## src/rtl/slave_addr_pkg.sv

```systemverilog
// Package: shared types for the slave address recognizer.
// Assumes: frame state is one of three phases between bus conditions.
package slave_addr_pkg;
    typedef enum logic [1:0] {
        PH_IDLE = 2'd0,   // no frame, or frame ended by STOP
        PH_ADDR = 2'd1,   // START seen, next byte is the address
        PH_DATA = 2'd2    // address consumed, bytes are payload
    } frame_phase_e;
endpackage

```

## src/rtl/sar_cfg_reg.sv

```systemverilog
// Module: sar_cfg_reg
// Holds the own address and the format-select bit, written as one word.
// Assumes: word bit 0 is format select, upper bits are the address.
module sar_cfg_reg #(
    parameter int ADDR_W = 7,
    localparam int WORD_W = ADDR_W + 1
) (
    input  logic              clk,
    input  logic              rst_n,
    input  logic              wr_en,
    input  logic [WORD_W-1:0] wr_word,
    output logic [WORD_W-1:0] rd_word,
    output logic [ADDR_W-1:0] own_addr,
    output logic              fmt_sync
);
    logic [WORD_W-1:0] word_q;

    // Load the configuration word on a write strobe.
    always_ff @(posedge clk) begin
        if (!rst_n)     word_q <= '0;
        else if (wr_en) word_q <= wr_word;
    end

    assign rd_word  = word_q;
    assign own_addr = word_q[WORD_W-1:1];
    assign fmt_sync = word_q[0];
endmodule

```

## src/rtl/frame_tracker.sv

```systemverilog
// Module: frame_tracker
// Follows START/STOP and byte strobes, and flags the first byte of a frame.
// Assumes: STOP has priority over START in the same cycle.
module frame_tracker
    import slave_addr_pkg::*;
(
    input  logic clk,
    input  logic rst_n,
    input  logic bus_start,
    input  logic bus_stop,
    input  logic byte_valid,
    output logic first_byte
);
    frame_phase_e phase_q, phase_d;

    // Next phase from bus events.
    always_comb begin
        phase_d = phase_q;
        if (bus_stop)                              phase_d = PH_IDLE;
        else if (bus_start)                        phase_d = PH_ADDR;
        else if (byte_valid && phase_q == PH_ADDR) phase_d = PH_DATA;
    end

    // Phase register.
    always_ff @(posedge clk) begin
        if (!rst_n) phase_q <= PH_IDLE;
        else        phase_q <= phase_d;
    end

    assign first_byte = byte_valid && (phase_q == PH_ADDR) && !bus_start && !bus_stop;
endmodule

```

## src/rtl/addr_compare.sv

```systemverilog
// Module: addr_compare
// Compares an address byte with the own address, and decodes a general call.
// Assumes: first_byte is asserted only for the address byte of a frame.
module addr_compare #(
    parameter int ADDR_W = 7,
    localparam int WORD_W = ADDR_W + 1
) (
    input  logic              clk,
    input  logic              rst_n,
    input  logic              first_byte,
    input  logic [WORD_W-1:0] byte_data,
    input  logic [ADDR_W-1:0] own_addr,
    input  logic              fmt_sync,
    input  logic              bus_start,
    input  logic              bus_stop,
    output logic              addr_hit,
    output logic              addressed,
    output logic              rw_bit,
    output logic              gc_seen
);
    logic [ADDR_W-1:0] bit_eq;
    logic              match;
    logic              i2c_mode;

    // Per-bit equality between received address and own address.
    for (genvar i = 0; i < ADDR_W; i++) begin : g_eq
        assign bit_eq[i] = ~(byte_data[i+1] ^ own_addr[i]);
    end

    assign i2c_mode = !fmt_sync;
    assign match    = first_byte && i2c_mode && (&bit_eq);
    assign gc_seen  = first_byte && i2c_mode && (byte_data == '0);

    // Hit pulse, selection level and direction capture.
    always_ff @(posedge clk) begin
        if (!rst_n) begin
            addr_hit  <= 1'b0;
            addressed <= 1'b0;
            rw_bit    <= 1'b0;
        end else begin
            addr_hit <= match;
            if (bus_stop || bus_start) addressed <= 1'b0;
            else if (match)            addressed <= 1'b1;
            if (match) rw_bit <= byte_data[0];
        end
    end
endmodule

```

## src/rtl/gc_sticky.sv

```systemverilog
// Module: gc_sticky
// Sticky general call flag, cleared by a 0 write only after it was read as 1.
// Assumes: a set in the same cycle as a clear wins, and the arm is dropped.
module gc_sticky (
    input  logic clk,
    input  logic rst_n,
    input  logic set_i,
    input  logic rd_i,
    input  logic wr_i,
    input  logic wdata_i,
    output logic flag_o
);
    logic flag_q;
    logic armed_q;
    logic clr_req;

    assign clr_req = wr_i && !wdata_i && armed_q;

    // Flag and arm update: set wins over clear, a read while set arms.
    always_ff @(posedge clk) begin
        if (!rst_n) begin
            flag_q  <= 1'b0;
            armed_q <= 1'b0;
        end else if (set_i) begin
            flag_q  <= 1'b1;
            armed_q <= 1'b0;
        end else if (clr_req) begin
            flag_q  <= 1'b0;
            armed_q <= 1'b0;
        end else if (rd_i && flag_q) begin
            armed_q <= 1'b1;
        end
    end

    assign flag_o = flag_q;
endmodule

```

## src/rtl/slave_addr_recognizer.sv

```systemverilog
// Module: slave_addr_recognizer (top)
// Recognizes the own address and the general call in the first byte after START.
// Assumes: bus events are decoded, single-cycle, and synchronous to clk.
module slave_addr_recognizer #(
    parameter int ADDR_W = 7,
    localparam int WORD_W = ADDR_W + 1
) (
    input  logic              clk,
    input  logic              rst_n,
    input  logic              bus_start,
    input  logic              bus_stop,
    input  logic              byte_valid,
    input  logic [WORD_W-1:0] byte_data,
    input  logic              cfg_wr,
    input  logic [WORD_W-1:0] cfg_wdata,
    input  logic              gc_rd,
    input  logic              gc_wr,
    input  logic              gc_wdata,
    output logic [WORD_W-1:0] cfg_rdata,
    output logic              addr_hit,
    output logic              addressed,
    output logic              rw_bit,
    output logic              gc_flag
);
    logic [ADDR_W-1:0] own_addr;
    logic              fmt_sync;
    logic              first_byte;
    logic              gc_seen;

    sar_cfg_reg #(.ADDR_W(ADDR_W)) u_cfg (
        .clk      (clk),
        .rst_n    (rst_n),
        .wr_en    (cfg_wr),
        .wr_word  (cfg_wdata),
        .rd_word  (cfg_rdata),
        .own_addr (own_addr),
        .fmt_sync (fmt_sync)
    );

    frame_tracker u_trk (
        .clk        (clk),
        .rst_n      (rst_n),
        .bus_start  (bus_start),
        .bus_stop   (bus_stop),
        .byte_valid (byte_valid),
        .first_byte (first_byte)
    );

    addr_compare #(.ADDR_W(ADDR_W)) u_cmp (
        .clk        (clk),
        .rst_n      (rst_n),
        .first_byte (first_byte),
        .byte_data  (byte_data),
        .own_addr   (own_addr),
        .fmt_sync   (fmt_sync),
        .bus_start  (bus_start),
        .bus_stop   (bus_stop),
        .addr_hit   (addr_hit),
        .addressed  (addressed),
        .rw_bit     (rw_bit),
        .gc_seen    (gc_seen)
    );

    gc_sticky u_gc (
        .clk     (clk),
        .rst_n   (rst_n),
        .set_i   (gc_seen),
        .rd_i    (gc_rd),
        .wr_i    (gc_wr),
        .wdata_i (gc_wdata),
        .flag_o  (gc_flag)
    );
endmodule

```

## config.mk

```make
export PLATFORM = sky130hd
export DESIGN_NAME = slave_addr_recognizer
export DESIGN_NICKNAME = d
export VERILOG_FILES = /design/src/rtl/slave_addr_pkg.sv /design/src/rtl/sar_cfg_reg.sv /design/src/rtl/frame_tracker.sv /design/src/rtl/addr_compare.sv /design/src/rtl/gc_sticky.sv /design/src/rtl/slave_addr_recognizer.sv
export SDC_FILE = /design/constraint.sdc
export NUM_CORES = 1
export LEC_CHECK = 0
export ABC_CLOCK_PERIOD_IN_PS = 1500
export BUFFER_PORTS_ARGS = -buffer_cell sky130_fd_sc_hd__buf_2
export CAP_MARGIN = 10
export CORE_AREA = 4 4 47 49
export DETAILED_ROUTE_END_ITERATION = 8
export DIE_AREA = 0 0 51 53
export PLACE_DENSITY_LB_ADDON = 0.1
export SYNTH_ARGS = -nofsm -noshare
export SYNTH_HDL_FRONTEND = slang
export SYNTH_HIERARCHICAL = 1
export SYNTH_SLANG_ARGS = --single-unit
```

## constraint.sdc

```tcl
create_clock -name clk -period 1.5 [get_ports clk]
set_input_delay 0.075 -clock clk [delete_from_list [all_inputs] [get_ports clk]]
set_output_delay 0.075 -clock clk [all_outputs]
set_load 0.005 [all_outputs]
```

==> results of run 1 <==
synthesized netlist by cell type, drive strengths merged:
master   count
nor4b        1
nor2b        9
nor4         4
xnor2        7
o21ai        2
mux2i        9
o211a        1
nand3b       1
and2         1
dfxtp       15
inv          2
nand4        2
a21oi        2
nand2        3
nor2         5
buf          9
a2111oi      1
and3         1
nand2b       1
how the worst min path moves through the flow:
stage,slack (ns),end,from,depth (start not counted)
4_1_cts,0.002,u_trk/phase_q[0]$_SDFFE_PP0P_,byte_valid,2
2_1_floorplan,0.14,u_trk/phase_q[0]$_SDFFE_PP0P_,bus_stop,1
6_report,0.01,u_trk/phase_q[0]$_SDFFE_PP0P_,byte_valid,2
3_3_place_gp,0.29,u_trk/phase_q[0]$_SDFFE_PP0P_,bus_stop,2
3_5_place_dp,0.30,u_trk/phase_q[0]$_SDFFE_PP0P_,bus_stop,2
5_1_grt,0.002,u_trk/phase_q[0]$_SDFFE_PP0P_,byte_valid,2
power by group through the flow:
stage / combinational, W / sequential, W / clock (W)
after detailed placement: 0.000116 / 0.000433 / 0
after CTS: 0.000118 / 0.000424 / 0.000237
final: 0.000116 / 0.000424 / 0.000222
after global routing: 0.000130 / 0.000427 / 0.000255
after floorplan: 0.0000737 / 0.000431 / 0
after global placement: 0.000117 / 0.000433 / 0
layout make-up:
| class | instances | area (sq um) | share of cell area [%] |
|---|---|---|---|
| Clock buffer | 3 | 22.5 | 2.43 |
| Tap cell | 27 | 33.8 | 3.64 |
| Multi-Input combinational cell | 50 | 373 | 40.2 |
| Sequential cell | 15 | 300 | 32.4 |
| Clock inverter | 1 | 5.00 | 0.540 |
| Inverter | 2 | 7.51 | 0.810 |
| Timing Repair Buffer | 36 | 185 | 20.0 |
metrics by stage:
step / hold slack [ns] / util, % / power [W] / worst slack [ns]
after floorplan: 0.144 / - / 0.000505 / 0.347
after global placement: 0.292 / 47.6 / 0.000549 / 0.286
after detailed placement: 0.296 / 47.6 / 0.000549 / 0.212
after CTS: 0.00207 / 49.6 / 0.000779 / 0.0912
after global routing: 0.00196 / 49.8 / 0.000812 / 0.00509
final: 0.0136 / 49.8 / 0.000762 / 0.140
repair_timing:
item | 4_1_cts | 5_1_grt
setup endpoints to repair | 0 | 5
hold buffers | 1 | 0
gates resized for setup | 0 | 2
endpoints found under the hold margin | 1 | 0
sequential cells by signal, summed over array words and instances, names as in the netlist:
signal / count
u_gc/flag_o: 1
u_trk/phase_q: 2
u_cmp/addr_hit: 1
u_cfg/rd_word: 8
u_cmp/addressed: 1
u_cmp/rw_bit: 1
u_gc/armed_q: 1
per-layer routing:
| layer | vias up | routed length (microns) | GRT usage [%] | share of wire (%) |
|---|---|---|---|---|
| li1 | 314 | - | - | - |
| met1 | 276 | 691 | 15.7 | 46 |
| met2 | 19 | 683 | 17.6 | 46 |
| met3 | 2 | 103 | 3.94 | 6.9 |
| met4 | 0 | 10 | 5.38 | 0.67 |
| met5 | - | 0 | 0 | 0 |
logic make-up (layout without fill, tap and decap cells):
logic type / after synthesis / in the layout / share of synthesized area [%]
simple gates: 28 / 28 / 22.6
flops: 15 / 15 / 40.4
buf+inv: 11 / 42 / 10.6
mux: 9 / 9 / 12.1
xor+xnor: 7 / 7 / 8.25
compound gates: 6 / 6 / 6.06
==> flow_summary.yaml, run 1 <==
status:
  status: "finished clean"
cells_and_area:
  syn2layout_area_growth_pct: 24.7
  nets: 133
  diodes: 0
  drive_gt1_share_pct: 41.1
  fin_area_sq_um: 927
  fillCellCount: 186
  mostFrequentLayoutCells: "35 x buf_2, 15 x dfxtp_1, 9 x mux2i_1"
  fin_cells: 134
  final_common_cell: "buf_2"
floorplanning:
  start_util_pct: 39.9
  fp.coreArea_sq_um: 1860
  rows: 16
  io_pins: 37
  die_area_sq_um: 2700
  die_w_microns: 51
  die_h_microns: 53
setup_path:
  reg2reg_to: "u_cmp/rw_bit$_SDFFE_PN0P_"
  path_buf_inv: 1
  path_depth: 6
  cp_slowest_cell: "dlygate4sd3_1"
  critPathLaunch: "bus_stop"
  max_stage_delay_ns: 0.61
  cp-start-kind: "input port"
  crit_chain: "dlygate4sd3_1 -> nor4_2 -> nor2b_2 -> nand4_1 -> nor2_2 -> mux2i_1"
  reg2regPathDepth: 5
  r2r-start: "u_trk/phase_q[1]$_SDFFE_PP0P_"
  critical_path.max_fanout: 4
  critical_path_arrival_ns: 1.57
  cp_top_family: "simple AND/OR/NAND/NOR gates"
  crit_end: "u_cmp/rw_bit$_SDFFE_PN0P_"
  cp-end-kind: "flop"
  cp.required_ns: 1.71
  r2r_slack_ns: 0.19
  critical_path_class: "input port to flop"
drt:
  avgRoutedWirePerCell_microns: 11.1
  drc: 0
  wl_mm: 1.49
  firstDrtPassIters: 3
  postRouteAntennaNets: 0
  vias: 611
  avgViaCountPerCell: 4.56
  drtIter0Drc: 1
place:
  io_buffers: 36
  dpl_cell_area_sq_um: 886
  gp_congestion: 0.667
  hpwl_mm: 1.16
  dpl.cell_count: 130
global_route:
  antenna_found_initial: 0
  overflow: 0
  grt_pass1_wl_mm: 2.39
  grt_max_degree: 16
  grt_pass1_vias: 576
  globalRouteTotalUtil_pct: 12.0
clocking:
  cts_tree: "yes"
  ctsRootBufferMaster: "clkbuf_4"
  clock_latency_ns: 0.27
  numCtsBuffers: 3
  post_cts_buffers: 0
  path_clk_slew_ns: 0.09
  htreeDepth: 1
  cts_sinks: 15
  clk_path_buf_depth: 2
synthesis:
  yosysUniqueCellTypes: 21
  syn_area_per_cell_sq_um: 9.78
  synth.net_count: 101
  syn_area_sq_um: 743
  yosysWarningCount: 6
  synth_top_area_share_pct: 40.4
  synthCells: 76
  synthTopCellsByArea: "dfxtp_1 40%, mux2i_1 12%, xnor2_1 8.2%"
  synth_seq_cells: 15
  synth_top_cell_by_area: "dfxtp_1"
  seq_area_frac_synth_pct: 40.4
sta:
  timing.fmax_mhz: 735
  slew_viol_final: 0
  hold_viol_final: 0
  post-route-min-period_ns: 1.36
  setup_viol: 0
  setup-tns-final_ns: 0
  min_period_over_period_pct: 90.7
  tightest_slew_ns: 0.263
  rsz0062_at_grt: "false"
  skew_ns: 0.00238
  max_slew_margin_pct: 82.5
power:
  combPwrFrac_pct: 15.2
  switching_power_w: 0.000186
  leakage_nw: 0.438
  swShare_pct: 24.5
  pwr_density_cell_nw_per_um2: 821
  p_seq_share_pct: 55.7
  ir_drop_mv: 0.416
  clkPwrFrac_pct: 29.1
  power.internal_w: 0.000575
min_path:
  hold_path.class: "input port to flop"
job:
  cap_viol_max_count: 0
Note: power is estimated with default switching activity, not from simulation.
==> run 2, diff against run 1 <==
==> constraint.sdc (replaced) <==
create_clock -name clk -period 1.5 [get_ports clk]
set_input_delay 0.15 -clock clk [delete_from_list [all_inputs] [get_ports clk]]
set_output_delay 0.15 -clock clk [all_outputs]
set_load 0.005 [all_outputs]
==> flow_summary.yaml, run 2 (synthesis results as in run 1) <==
sta:
  timing.fmax_mhz: 752
  layout_setup_ws_ns: 0.170
  slew_viol_final: 0
  max_slew_margin_pct: 82.1
  post-route-min-period_ns: 1.33
  hold_viol_final: 0
  setup_viol: 0
  tightest_slew_ns: 0.267
  whs_ns: 0.0822
  rsz0062_at_grt: "false"
  min_period_over_period_pct: 88.6
  skew_ns: 0.00159
  setup-tns-final_ns: 0
clocking:
  ctsRootBufferMaster: "clkbuf_4"
  numCtsBuffers: 3
  cts_tree: "yes"
  cts_sinks: 15
  cts_hold_buf: 0
  clk_path_buf_depth: 2
  path_clk_slew_ns: 0.09
  clock_latency_ns: 0.27
  post_cts_buffers: 0
  ctsResizeCount: 0
  htreeDepth: 1
floorplanning:
  die_area_sq_um: 2700
  start_util_pct: 39.9
  rows: 16
  die_w_microns: 51
  die_h_microns: 53
  io_pins: 37
  fp.coreArea_sq_um: 1860
drt:
  firstDrtPassIters: 4
  wl_met2_microns: 708
  drtIter0Drc: 10
  vias: 623
  postRouteAntennaNets: 0
  avgViaCountPerCell: 4.65
  route.layer.met1.wl_microns: 686
  avgRoutedWirePerCell_microns: 11.3
  drc: 0
  wl_mm: 1.51
  routed.top_layer: "met4"
  wl_met3_microns: 105
global_route:
  grt_pass1_vias: 590
  overflow: 0
  globalRouteTotalUtil_pct: 12.4
  grt_max_degree: 16
  antenna_found_initial: 0
  grt_pass1_wl_mm: 2.47
cells_and_area:
  syn2layout_area_growth_pct: 22.7
  mostFrequentLayoutCells: "36 x buf_2, 15 x dfxtp_1, 9 x mux2i_1, 9 x nor2b_1, 7 x xnor2_1"
  diodes: 0
  nets: 133
  final_common_cell: "buf_2"
  drive_gt1_share_pct: 39.3
  largest_reg_flops: 8
status:
  status: "finished clean"
place:
  hpwl_mm: 1.18
  dpl_worst_slack_ns: 0.168
  gp_congestion: 0.661
  io_buffers: 36
power:
  leakage_nw: 0.435
  pwr_density_cell_nw_per_um2: 841
  ir_drop_mv: 0.337
setup_path:
  cp-end-kind: "flop"
  critical_path.max_fanout: 3
  critical_path_arrival_ns: 1.54
  cp-start-kind: "flop"
  cp.required_ns: 1.71
  critical_path_class: "flop to flop"
job:
  cap_viol_max_count: 0
min_path:
  hold_path.class: "input port to flop"
-- run 2: cell count changes in the layout (fill, tap and decap cells not counted), sizes merged --
cell         delta
clkinv          -1
buf             +1
dlygate4sd3     -1
clkbuf          +1
-- run 2: final timing paths --
| kind | slack, ns | endpoint | cells past startpoint | startpoint |
|---|---|---|---|---|
| worst max-delay path | 0.17 | u_cmp/rw_bit$_SDFFE_PN0P_ | 5 | u_trk/phase_q[1]$_SDFFE_PP0P_ |
| worst min-delay path | 0.08 | u_trk/phase_q[0]$_SDFFE_PP0P_ | 2 | bus_stop |
| worst max register to register | 0.17 | u_cmp/rw_bit$_SDFFE_PN0P_ | 5 | u_trk/phase_q[1]$_SDFFE_PP0P_ |
| worst min register to register | 0.47 | u_cmp/rw_bit$_SDFFE_PN0P_ | 2 | u_cmp/rw_bit$_SDFFE_PN0P_ |
-- run 2: routing by layer --
metal	track usage, %	up-vias
li1	-	314
met5	0	-
met4	5.38	0
met2	19.3	19
met1	15.5	288
met3	3.94	2
-- run 2: per-stage QoR --
step | cell area, sq um | utilization (%) | std cells | total power, W
final | 912 | 49.0 | 134 | 0.000767
after global routing | 912 | 49.0 | 134 | 0.000815
after floorplan | 743 | - | 76 | 0.000505
after CTS | 912 | 49.0 | 134 | 0.000778
after detailed placement | 886 | 47.6 | 130 | 0.000550
after global placement | 886 | 47.6 | 130 | 0.000549
-- run 2: area by class of cell --
| cell class | count | area (sq um) |
|---|---|---|
| flip-flops and latches | 15 | 300 |
| fillers | 196 | 950 |
| multi-input cells | 50 | 364 |
| inverters | 2 | 7.51 |
| clock buffers | 4 | 26.3 |
| repair buffers | 36 | 180 |
| well taps | 27 | 33.8 |
-- run 2: worst max-delay path: stages (launching register included) --
cell     delay [ns]
dfxtp_1        0.33
nor4_1         0.25
nor2b_1        0.21
nand4_1        0.13
nor2_2         0.17
mux2i_1        0.19
-- run 2: report_power, final --
group	internal (W)	total, W	switching [W]
clock network	0.000103	0.000228	0.000125
logic	0.0000634	0.000116	0.0000522
registers	0.000412	0.000423	0.0000112
